`config.mk`:
```
export PLATFORM = sky130hd
export DESIGN_NAME = vma_top
export DESIGN_NICKNAME = d
export VERILOG_FILES = /design/src/rtl/vma_pkg.sv /design/src/rtl/vma_grant.sv /design/src/rtl/vma_port_mux.sv /design/src/rtl/vma_top.sv
export SDC_FILE = /design/constraint.sdc
export NUM_CORES = 1
export LEC_CHECK = 0
export BUFFER_PORTS_ARGS = -buffer_cell sky130_fd_sc_hd__buf_2
export CORE_AREA = 2 2 116 118
export CTS_CLUSTER_DIAMETER = 30
export DETAILED_ROUTE_END_ITERATION = 12
export DIE_AREA = 0 0 118 120
export SYNTH_ARGS = -nofsm -noshare
export SYNTH_HDL_FRONTEND = slang
export SYNTH_SLANG_ARGS = --single-unit
export TNS_END_PERCENT = 5
```
`constraint.sdc`:
```
create_clock -name clk -period 1.77 [get_ports clk]
set_input_delay 0.4425 -clock clk [delete_from_list [all_inputs] [get_ports clk]]
set_output_delay 0.4425 -clock clk [all_outputs]
set_load 0.01 [all_outputs]
```
`src/rtl/vma_pkg.sv`:
```
package vma_pkg;
  // requester slot positions inside a request/grant vector
  localparam int SLOT_CPU   = 0;
  localparam int SLOT_FIRST = 1;
  localparam int SLOT_SECND = 2;

  function automatic logic [31:0] lowest_set(input logic [31:0] v);
    return v & (~v + 32'd1);
  endfunction
endpackage

```
`src/rtl/vma_grant.sv`:
```
module vma_grant #(
  parameter int NREQ        = 3,
  parameter bit ROUND_ROBIN = 1'b1
) (
  input  logic            clk,
  input  logic            rst_n,
  input  logic [NREQ-1:0] req,
  output logic [NREQ-1:0] gnt
);
  import vma_pkg::*;

  generate
    if (ROUND_ROBIN && NREQ == 3) begin : g_rr
      logic turn_second;
      logic contested;

      assign contested = req[SLOT_FIRST] & req[SLOT_SECND] & ~req[SLOT_CPU];

      always_comb begin
        gnt = '0;
        if (req[SLOT_CPU])          gnt[SLOT_CPU]   = 1'b1;
        else if (contested)         gnt[turn_second ? SLOT_SECND : SLOT_FIRST] = 1'b1;
        else if (req[SLOT_FIRST])   gnt[SLOT_FIRST] = 1'b1;
        else if (req[SLOT_SECND])   gnt[SLOT_SECND] = 1'b1;
      end

      always_ff @(posedge clk or negedge rst_n) begin
        if (!rst_n)          turn_second <= 1'b0;
        else if (contested)  turn_second <= ~turn_second;
      end

      // two contested cycles in a row go to different requesters
      assert_rr_alt_a_R2: assert property (@(posedge clk) disable iff (!rst_n)
        ($past(rst_n) && $past(contested && gnt[SLOT_FIRST]) && contested) |-> gnt[SLOT_SECND]);
      assert_rr_alt_b_R2: assert property (@(posedge clk) disable iff (!rst_n)
        ($past(rst_n) && $past(contested && gnt[SLOT_SECND]) && contested) |-> gnt[SLOT_FIRST]);
      // a lone shared request is served at once
      assert_lone_first_R3: assert property (@(posedge clk) disable iff (!rst_n)
        (req[SLOT_FIRST] && !req[SLOT_SECND] && !req[SLOT_CPU]) |-> gnt[SLOT_FIRST]);
      assert_lone_second_R3: assert property (@(posedge clk) disable iff (!rst_n)
        (req[SLOT_SECND] && !req[SLOT_FIRST] && !req[SLOT_CPU]) |-> gnt[SLOT_SECND]);
    end else begin : g_fixed
      always_comb begin
        logic [31:0] wide;
        wide = lowest_set(32'(req));
        gnt  = wide[NREQ-1:0];
      end
    end
  endgenerate

  // one winner at most per memory
  assert_one_winner_R5: assert property (@(posedge clk) disable iff (!rst_n) $onehot0(gnt));
endmodule

```
`src/rtl/vma_port_mux.sv`:
```
module vma_port_mux #(
  parameter int N  = 3,
  parameter int AW = 15,
  parameter int DW = 16
) (
  input  logic                 clk,
  input  logic                 rst_n,
  input  logic [N-1:0]         gnt,
  input  logic [N-1:0][AW-1:0] req_addr,
  input  logic [N-1:0][DW-1:0] req_wdata,
  input  logic [N-1:0]         req_we_n,
  output logic [AW-1:0]        mem_addr,
  output logic [DW-1:0]        mem_wdata,
  output logic                 mem_we_n,
  output logic                 mem_ce_n
);
  logic [N-1:0][AW-1:0] a_term;
  logic [N-1:0][DW-1:0] d_term;
  logic [AW-1:0]        sel_addr, hold_addr;
  logic [DW-1:0]        sel_wdata, hold_wdata;
  logic                 active;

  generate
    for (genvar i = 0; i < N; i++) begin : g_term
      assign a_term[i] = gnt[i] ? req_addr[i]  : '0;
      assign d_term[i] = gnt[i] ? req_wdata[i] : '0;
    end
  endgenerate

  always_comb begin
    sel_addr  = '0;
    sel_wdata = '0;
    for (int i = 0; i < N; i++) begin
      sel_addr  = sel_addr  | a_term[i];
      sel_wdata = sel_wdata | d_term[i];
    end
  end

  assign active    = |gnt;
  assign mem_ce_n  = ~active;
  assign mem_we_n  = ~(|(gnt & ~req_we_n));
  assign mem_addr  = active ? sel_addr  : hold_addr;
  assign mem_wdata = active ? sel_wdata : hold_wdata;

  always_ff @(posedge clk or negedge rst_n) begin
    if (!rst_n) begin
      hold_addr  <= '0;
      hold_wdata <= '0;
    end else if (active) begin
      hold_addr  <= sel_addr;
      hold_wdata <= sel_wdata;
    end
  end

  // idle memory never sees a write and keeps its address/data
  assert_idle_no_write_R7: assert property (@(posedge clk) disable iff (!rst_n)
    mem_ce_n |-> mem_we_n);
  assert_idle_hold_R7: assert property (@(posedge clk) disable iff (!rst_n)
    ($past(rst_n) && mem_ce_n) |-> ($stable(mem_addr) && $stable(mem_wdata)));
endmodule

```
`src/rtl/vma_top.sv`:
```
module vma_top #(
  parameter int VAW = 15,
  parameter int PAW = 9,
  parameter int DW  = 16
) (
  input  logic           clk,
  input  logic           rst_n,
  input  logic [VAW-1:0] cpu_vid_addr,
  input  logic [DW-1:0]  cpu_vid_wdata,
  input  logic           cpu_vid_we_n,
  input  logic           cpu_vid_ce_n,
  output logic [DW-1:0]  cpu_vid_rdata,
  input  logic [VAW-1:0] drw_addr,
  input  logic [DW-1:0]  drw_wdata,
  input  logic           drw_we_n,
  input  logic           drw_ce_n,
  output logic [DW-1:0]  drw_rdata,
  output logic           drw_rdy_nxt,
  input  logic [VAW-1:0] scn_vid_addr,
  input  logic           scn_vid_ce_n,
  output logic [DW-1:0]  scn_vid_rdata,
  output logic           scn_vid_rdy_nxt,
  output logic [VAW-1:0] vid_mem_addr,
  output logic [DW-1:0]  vid_mem_wdata,
  output logic           vid_mem_we_n,
  output logic           vid_mem_ce_n,
  input  logic [DW-1:0]  vid_mem_rdata,
  input  logic [PAW-1:0] cpu_pal_addr,
  input  logic [DW-1:0]  cpu_pal_wdata,
  input  logic           cpu_pal_we_n,
  input  logic           cpu_pal_ce_n,
  output logic [DW-1:0]  cpu_pal_rdata,
  input  logic [PAW-1:0] scn_pal_addr,
  input  logic           scn_pal_ce_n,
  output logic [DW-1:0]  scn_pal_rdata,
  output logic           scn_pal_rdy_nxt,
  output logic [PAW-1:0] pal_mem_addr,
  output logic [DW-1:0]  pal_mem_wdata,
  output logic           pal_mem_we_n,
  output logic           pal_mem_ce_n,
  input  logic [DW-1:0]  pal_mem_rdata
);
  import vma_pkg::*;

  localparam int NVID = 3;
  localparam int NPAL = 2;

  // ---------------- video memory ----------------
  logic [NVID-1:0]          vid_req, vid_gnt;
  logic [NVID-1:0][VAW-1:0] vid_addr_v;
  logic [NVID-1:0][DW-1:0]  vid_wdata_v;
  logic [NVID-1:0]          vid_we_v;

  assign vid_req[SLOT_CPU]       = ~cpu_vid_ce_n;
  assign vid_req[SLOT_FIRST]     = ~drw_ce_n;
  assign vid_req[SLOT_SECND]     = ~scn_vid_ce_n;
  assign vid_addr_v[SLOT_CPU]    = cpu_vid_addr;
  assign vid_addr_v[SLOT_FIRST]  = drw_addr;
  assign vid_addr_v[SLOT_SECND]  = scn_vid_addr;
  assign vid_wdata_v[SLOT_CPU]   = cpu_vid_wdata;
  assign vid_wdata_v[SLOT_FIRST] = drw_wdata;
  assign vid_wdata_v[SLOT_SECND] = '0;     // scan reader is read-only
  assign vid_we_v[SLOT_CPU]      = cpu_vid_we_n;
  assign vid_we_v[SLOT_FIRST]    = drw_we_n;
  assign vid_we_v[SLOT_SECND]    = 1'b1;

  vma_grant #(.NREQ(NVID), .ROUND_ROBIN(1'b1)) u_vid_grant (
    .clk(clk), .rst_n(rst_n), .req(vid_req), .gnt(vid_gnt)
  );

  vma_port_mux #(.N(NVID), .AW(VAW), .DW(DW)) u_vid_mux (
    .clk(clk), .rst_n(rst_n), .gnt(vid_gnt),
    .req_addr(vid_addr_v), .req_wdata(vid_wdata_v), .req_we_n(vid_we_v),
    .mem_addr(vid_mem_addr), .mem_wdata(vid_mem_wdata),
    .mem_we_n(vid_mem_we_n), .mem_ce_n(vid_mem_ce_n)
  );

  assign drw_rdy_nxt     = vid_gnt[SLOT_FIRST];
  assign scn_vid_rdy_nxt = vid_gnt[SLOT_SECND];
  assign cpu_vid_rdata   = vid_mem_rdata;
  assign drw_rdata       = vid_mem_rdata;
  assign scn_vid_rdata   = vid_mem_rdata;

  // ---------------- palette memory ----------------
  logic [NPAL-1:0]          pal_req, pal_gnt;
  logic [NPAL-1:0][PAW-1:0] pal_addr_v;
  logic [NPAL-1:0][DW-1:0]  pal_wdata_v;
  logic [NPAL-1:0]          pal_we_v;

  assign pal_req[SLOT_CPU]       = ~cpu_pal_ce_n;
  assign pal_req[SLOT_FIRST]     = ~scn_pal_ce_n;
  assign pal_addr_v[SLOT_CPU]    = cpu_pal_addr;
  assign pal_addr_v[SLOT_FIRST]  = scn_pal_addr;
  assign pal_wdata_v[SLOT_CPU]   = cpu_pal_wdata;
  assign pal_wdata_v[SLOT_FIRST] = '0;
  assign pal_we_v[SLOT_CPU]      = cpu_pal_we_n;
  assign pal_we_v[SLOT_FIRST]    = 1'b1;

  vma_grant #(.NREQ(NPAL), .ROUND_ROBIN(1'b0)) u_pal_grant (
    .clk(clk), .rst_n(rst_n), .req(pal_req), .gnt(pal_gnt)
  );

  vma_port_mux #(.N(NPAL), .AW(PAW), .DW(DW)) u_pal_mux (
    .clk(clk), .rst_n(rst_n), .gnt(pal_gnt),
    .req_addr(pal_addr_v), .req_wdata(pal_wdata_v), .req_we_n(pal_we_v),
    .mem_addr(pal_mem_addr), .mem_wdata(pal_mem_wdata),
    .mem_we_n(pal_mem_we_n), .mem_ce_n(pal_mem_ce_n)
  );

  assign scn_pal_rdy_nxt = pal_gnt[SLOT_FIRST];
  assign cpu_pal_rdata   = pal_mem_rdata;
  assign scn_pal_rdata   = pal_mem_rdata;

  // ---------------- port-level checks ----------------
  assert_cpu_vid_wins_R1: assert property (@(posedge clk) disable iff (!rst_n)
    !cpu_vid_ce_n |-> (!vid_mem_ce_n && vid_mem_addr == cpu_vid_addr &&
                       vid_mem_we_n == cpu_vid_we_n && !drw_rdy_nxt && !scn_vid_rdy_nxt));
  assert_cpu_pal_wins_R4: assert property (@(posedge clk) disable iff (!rst_n)
    !cpu_pal_ce_n |-> (!pal_mem_ce_n && pal_mem_addr == cpu_pal_addr && !scn_pal_rdy_nxt));
  assert_pal_scan_served_R4: assert property (@(posedge clk) disable iff (!rst_n)
    (cpu_pal_ce_n && !scn_pal_ce_n) |-> (scn_pal_rdy_nxt && pal_mem_addr == scn_pal_addr));
  assert_drw_flag_R5: assert property (@(posedge clk) disable iff (!rst_n)
    drw_rdy_nxt |-> (!vid_mem_ce_n && vid_mem_addr == drw_addr));
  assert_scan_read_only_R6: assert property (@(posedge clk) disable iff (!rst_n)
    (scn_vid_rdy_nxt |-> (vid_mem_we_n && vid_mem_wdata == '0)) and
    (scn_pal_rdy_nxt |-> (pal_mem_we_n && pal_mem_wdata == '0)));
endmodule

```
==> impl_metrics.yaml <==
outcome:
  status: "finished, violations left"
  violations: "setup timing"
clock_network:
  cts.root.buffer_cell: "clkbuf_16"
  clockBufferDepth: 2
  htreeDepth: 3
  clkSlewWorstSetupHoldPaths_ps: 50
  cts_buffers: 9
  tritoncts: "done"
  insertion_delay_ps: 330
  cts_sinks: 57
grt:
  grt_start_max_net_pins: 38
  grt_antenna_before_repair: 0
  grt.total_usage: 0.128
  grt_pass1_vias: 2976
  grt_pass1_wl_um: 14400
  overflow: 0
timing:
  final.setup.worst_slack_ps: -257
  slew_violations: 0
  fin_crit_ps: 2030
  fin_skew_ps: 4.30
  max_freq_ghz: 0.493
  finalSetupViolations: 34
  period_share: 1.15
  slew_headroom: 0.746
  worst_pin_slew_ps: 382
  setup_tns_ps: -7400
  rsz0062_at_grt: "yes"
  report.final.hold_viol_count: 0
synth:
  ys_seq_area_frac: 0.424
  syn_inst: 359
  ys.flop_type: "dfrtp_1"
  synth_area_um2: 3360
  yosysMostFrequentCell: "buf_4"
  yosys.area.top_type: "dfrtp_1"
  synth.distinct_cells: 24
  yosys.area.top_type_share: 0.424
  yosys_register_bits: 57
  syn_avg_cell_area_um2: 9.36
  synth_warnings: 0
  async_flop_share: 1.00
  synth_edf_count: 0
  syn_nets: 512
  synth.area.top_cells: "dfrtp_1, buf_4, nor2b_1, a221o_1, a21oi_1"
  synth_common_cells: "buf_4, dfrtp_1, nor2b_1"
worst_setup_path:
  crit_path_top_delay_cell: "dfrtp_1"
  crit_chain: "buf_6 > a21oi_4 > buf_12 > a221o_1 > buf_2"
  cp-end-kind: "output port"
  crit_path_max_incr_delay_ps: 420
  crit_arrival_ps: 1580
  required_ps: 1330
  start_kind: "register"
  crit_path_max_fanout: 18
  setup.worst_path.class: "reg -> out"
pwr:
  powerDensity_nw_per_um2: 920
  p_leak_nw: 2.21
  seq_power_share: 0.367
  power_frac_clock: 0.390
  comb_power_share: 0.243
  power_mw: 4.12
  p_sw_frac: 0.290
  power.switching_mw: 1.20
  intPower_mw: 2.92
  ir_worst_vdd_mv: 0.447
worst_hold_path:
  hold_class: "in -> async"
floorplanning:
  die_h_um: 120
  rows: 42
  die_area_um2: 14200
  io_pins: 296
  start_util: 0.259
  core_um2: 13000
  die_w_um: 118
routing:
  met2_length_um: 4360
  num_vias: 2892
  wl_met3_um: 779
  route.top_layer_used: "met4"
  drt_iter0_markers: 90
  dr.pass1.iters: 4
  routed_wirelength_um: 9040
  ant_nets: 0
  wl_met1_um: 3580
  remaining_drc_errors: 0
  wl_per_cell_um: 13.8
  avgViaCountPerCell: 4.41
finish:
  final_cells: 656
  fillers: 1358
  antennaDiodeCount: 0
  multi_input_area_um2: 1260
  seq_area_um2: 1430
  drive_above_1_share: 0.521
  syn_to_final_growth_pct: 33.1
  nets: 628
flow_run:
  cap_viol_max_count: 0
placement:
  port_buffers: 183
  dp.cells: 639
  gp_congestion: 0.828
  place_ws_ps: -185
  place_hpwl_um: 6990
## registers in the layout, indices dropped and copies added (netlist names)
signal                        flops
u_pal_mux.hold_wdata             16
u_vid_grant.g_rr.turn_second      1
u_vid_mux.hold_wdata             16
u_vid_mux.hold_addr              15
u_pal_mux.hold_addr               9
## power groups by stage
stage / sequential (mW) / clock [mW] / combinational [mW]
detailed placement: 1.53 / 0 / 0.945
global route: 1.52 / 1.73 / 1.09
CTS: 1.51 / 1.67 / 0.990
finish: 1.51 / 1.61 / 1.00
global placement: 1.52 / 0 / 0.924
floorplan: 1.52 / 0 / 0.636
## routing by layer
layer	up-vias	GRT usage
li1	1376	-
met1	1333	0.140
met2	148	0.210
met3	35	0.0428
met4	0	0.0858
met5	-	0
## worst paths after layout
path,start,to,slack [ps],cells past startpoint
max in group asynchronous,rst_n,u_vid_mux.hold_addr[2],1340,2
hold reg to reg,u_vid_mux.hold_wdata[1],u_vid_mux.hold_wdata[1],510,1
hold / removal,rst_n,u_pal_mux.hold_wdata[6],140,2
setup reg to reg,u_vid_grant.g_rr.turn_second,u_vid_mux.hold_addr[11],430,5
min in group clk,cpu_pal_wdata[10],u_pal_mux.hold_wdata[10],360,3
setup / recovery,u_vid_grant.g_rr.turn_second,vid_mem_wdata[9],-260,5
## stage by stage
step | util | cell area [um2] | hold slack [ps]
global placement | 0.312 | 4050 | 480
CTS | 0.341 | 4420 | 136
detailed placement | 0.312 | 4050 | 489
global route | 0.345 | 4470 | 159
floorplan | - | 3370 | 147
finish | 0.345 | 4470 | 139
## timing repair
item	4_1_cts	5_1_grt
hold buffers	0	0
endpoints found under the setup margin	34	35
setup buffers	2	0
cloned	0	0
pin swaps	20	0
resized for setup	15	10
## critical path, delay by kind of cell, from the launching register on
kind / cells / cell delay [ps]
buffers and inverters: 3 / 440
flip-flops: 1 / 420
AO/OA/AOI/OAI: 2 / 390
## layout by cell type (no fill, tap or decap), types with 15 or more instances in the layout
cell | Yosys | layout
nor2_1 | 26 | 26
nor2b_1 | 32 | 32
a221o_1 | 16 | 16
buf_4 | 83 | 17
nand3_1 | 16 | 16
buf_2 | 9 | 183
o21ai_1 | 16 | 16
inv_1 | 18 | 18
dfrtp_1 | 57 | 57
o211ai_1 | 15 | 15
a21oi_1 | 25 | 16
## layout make-up
| cell class | count | area share |
|---|---|---|
| well taps | 176 | 0.0492 |
| clock inverters | 6 | 0.00979 |
| multi-input cells | 179 | 0.281 |
| inverters | 19 | 0.0162 |
| clock buffers | 10 | 0.0534 |
| repair buffers | 209 | 0.272 |
| flip-flops and latches | 57 | 0.319 |
## cells by family after synthesis
| kind of cell | after synthesis | synth area share |
|---|---|---|
| buf+inv | 123 | 0.240 |
| compound gates | 90 | 0.181 |
| simple gates | 79 | 0.125 |
| flops | 57 | 0.424 |
| mux | 9 | 0.0268 |
| xor+xnor | 1 | 0.00261 |
Note: power is estimated with default switching activity, not from simulation.
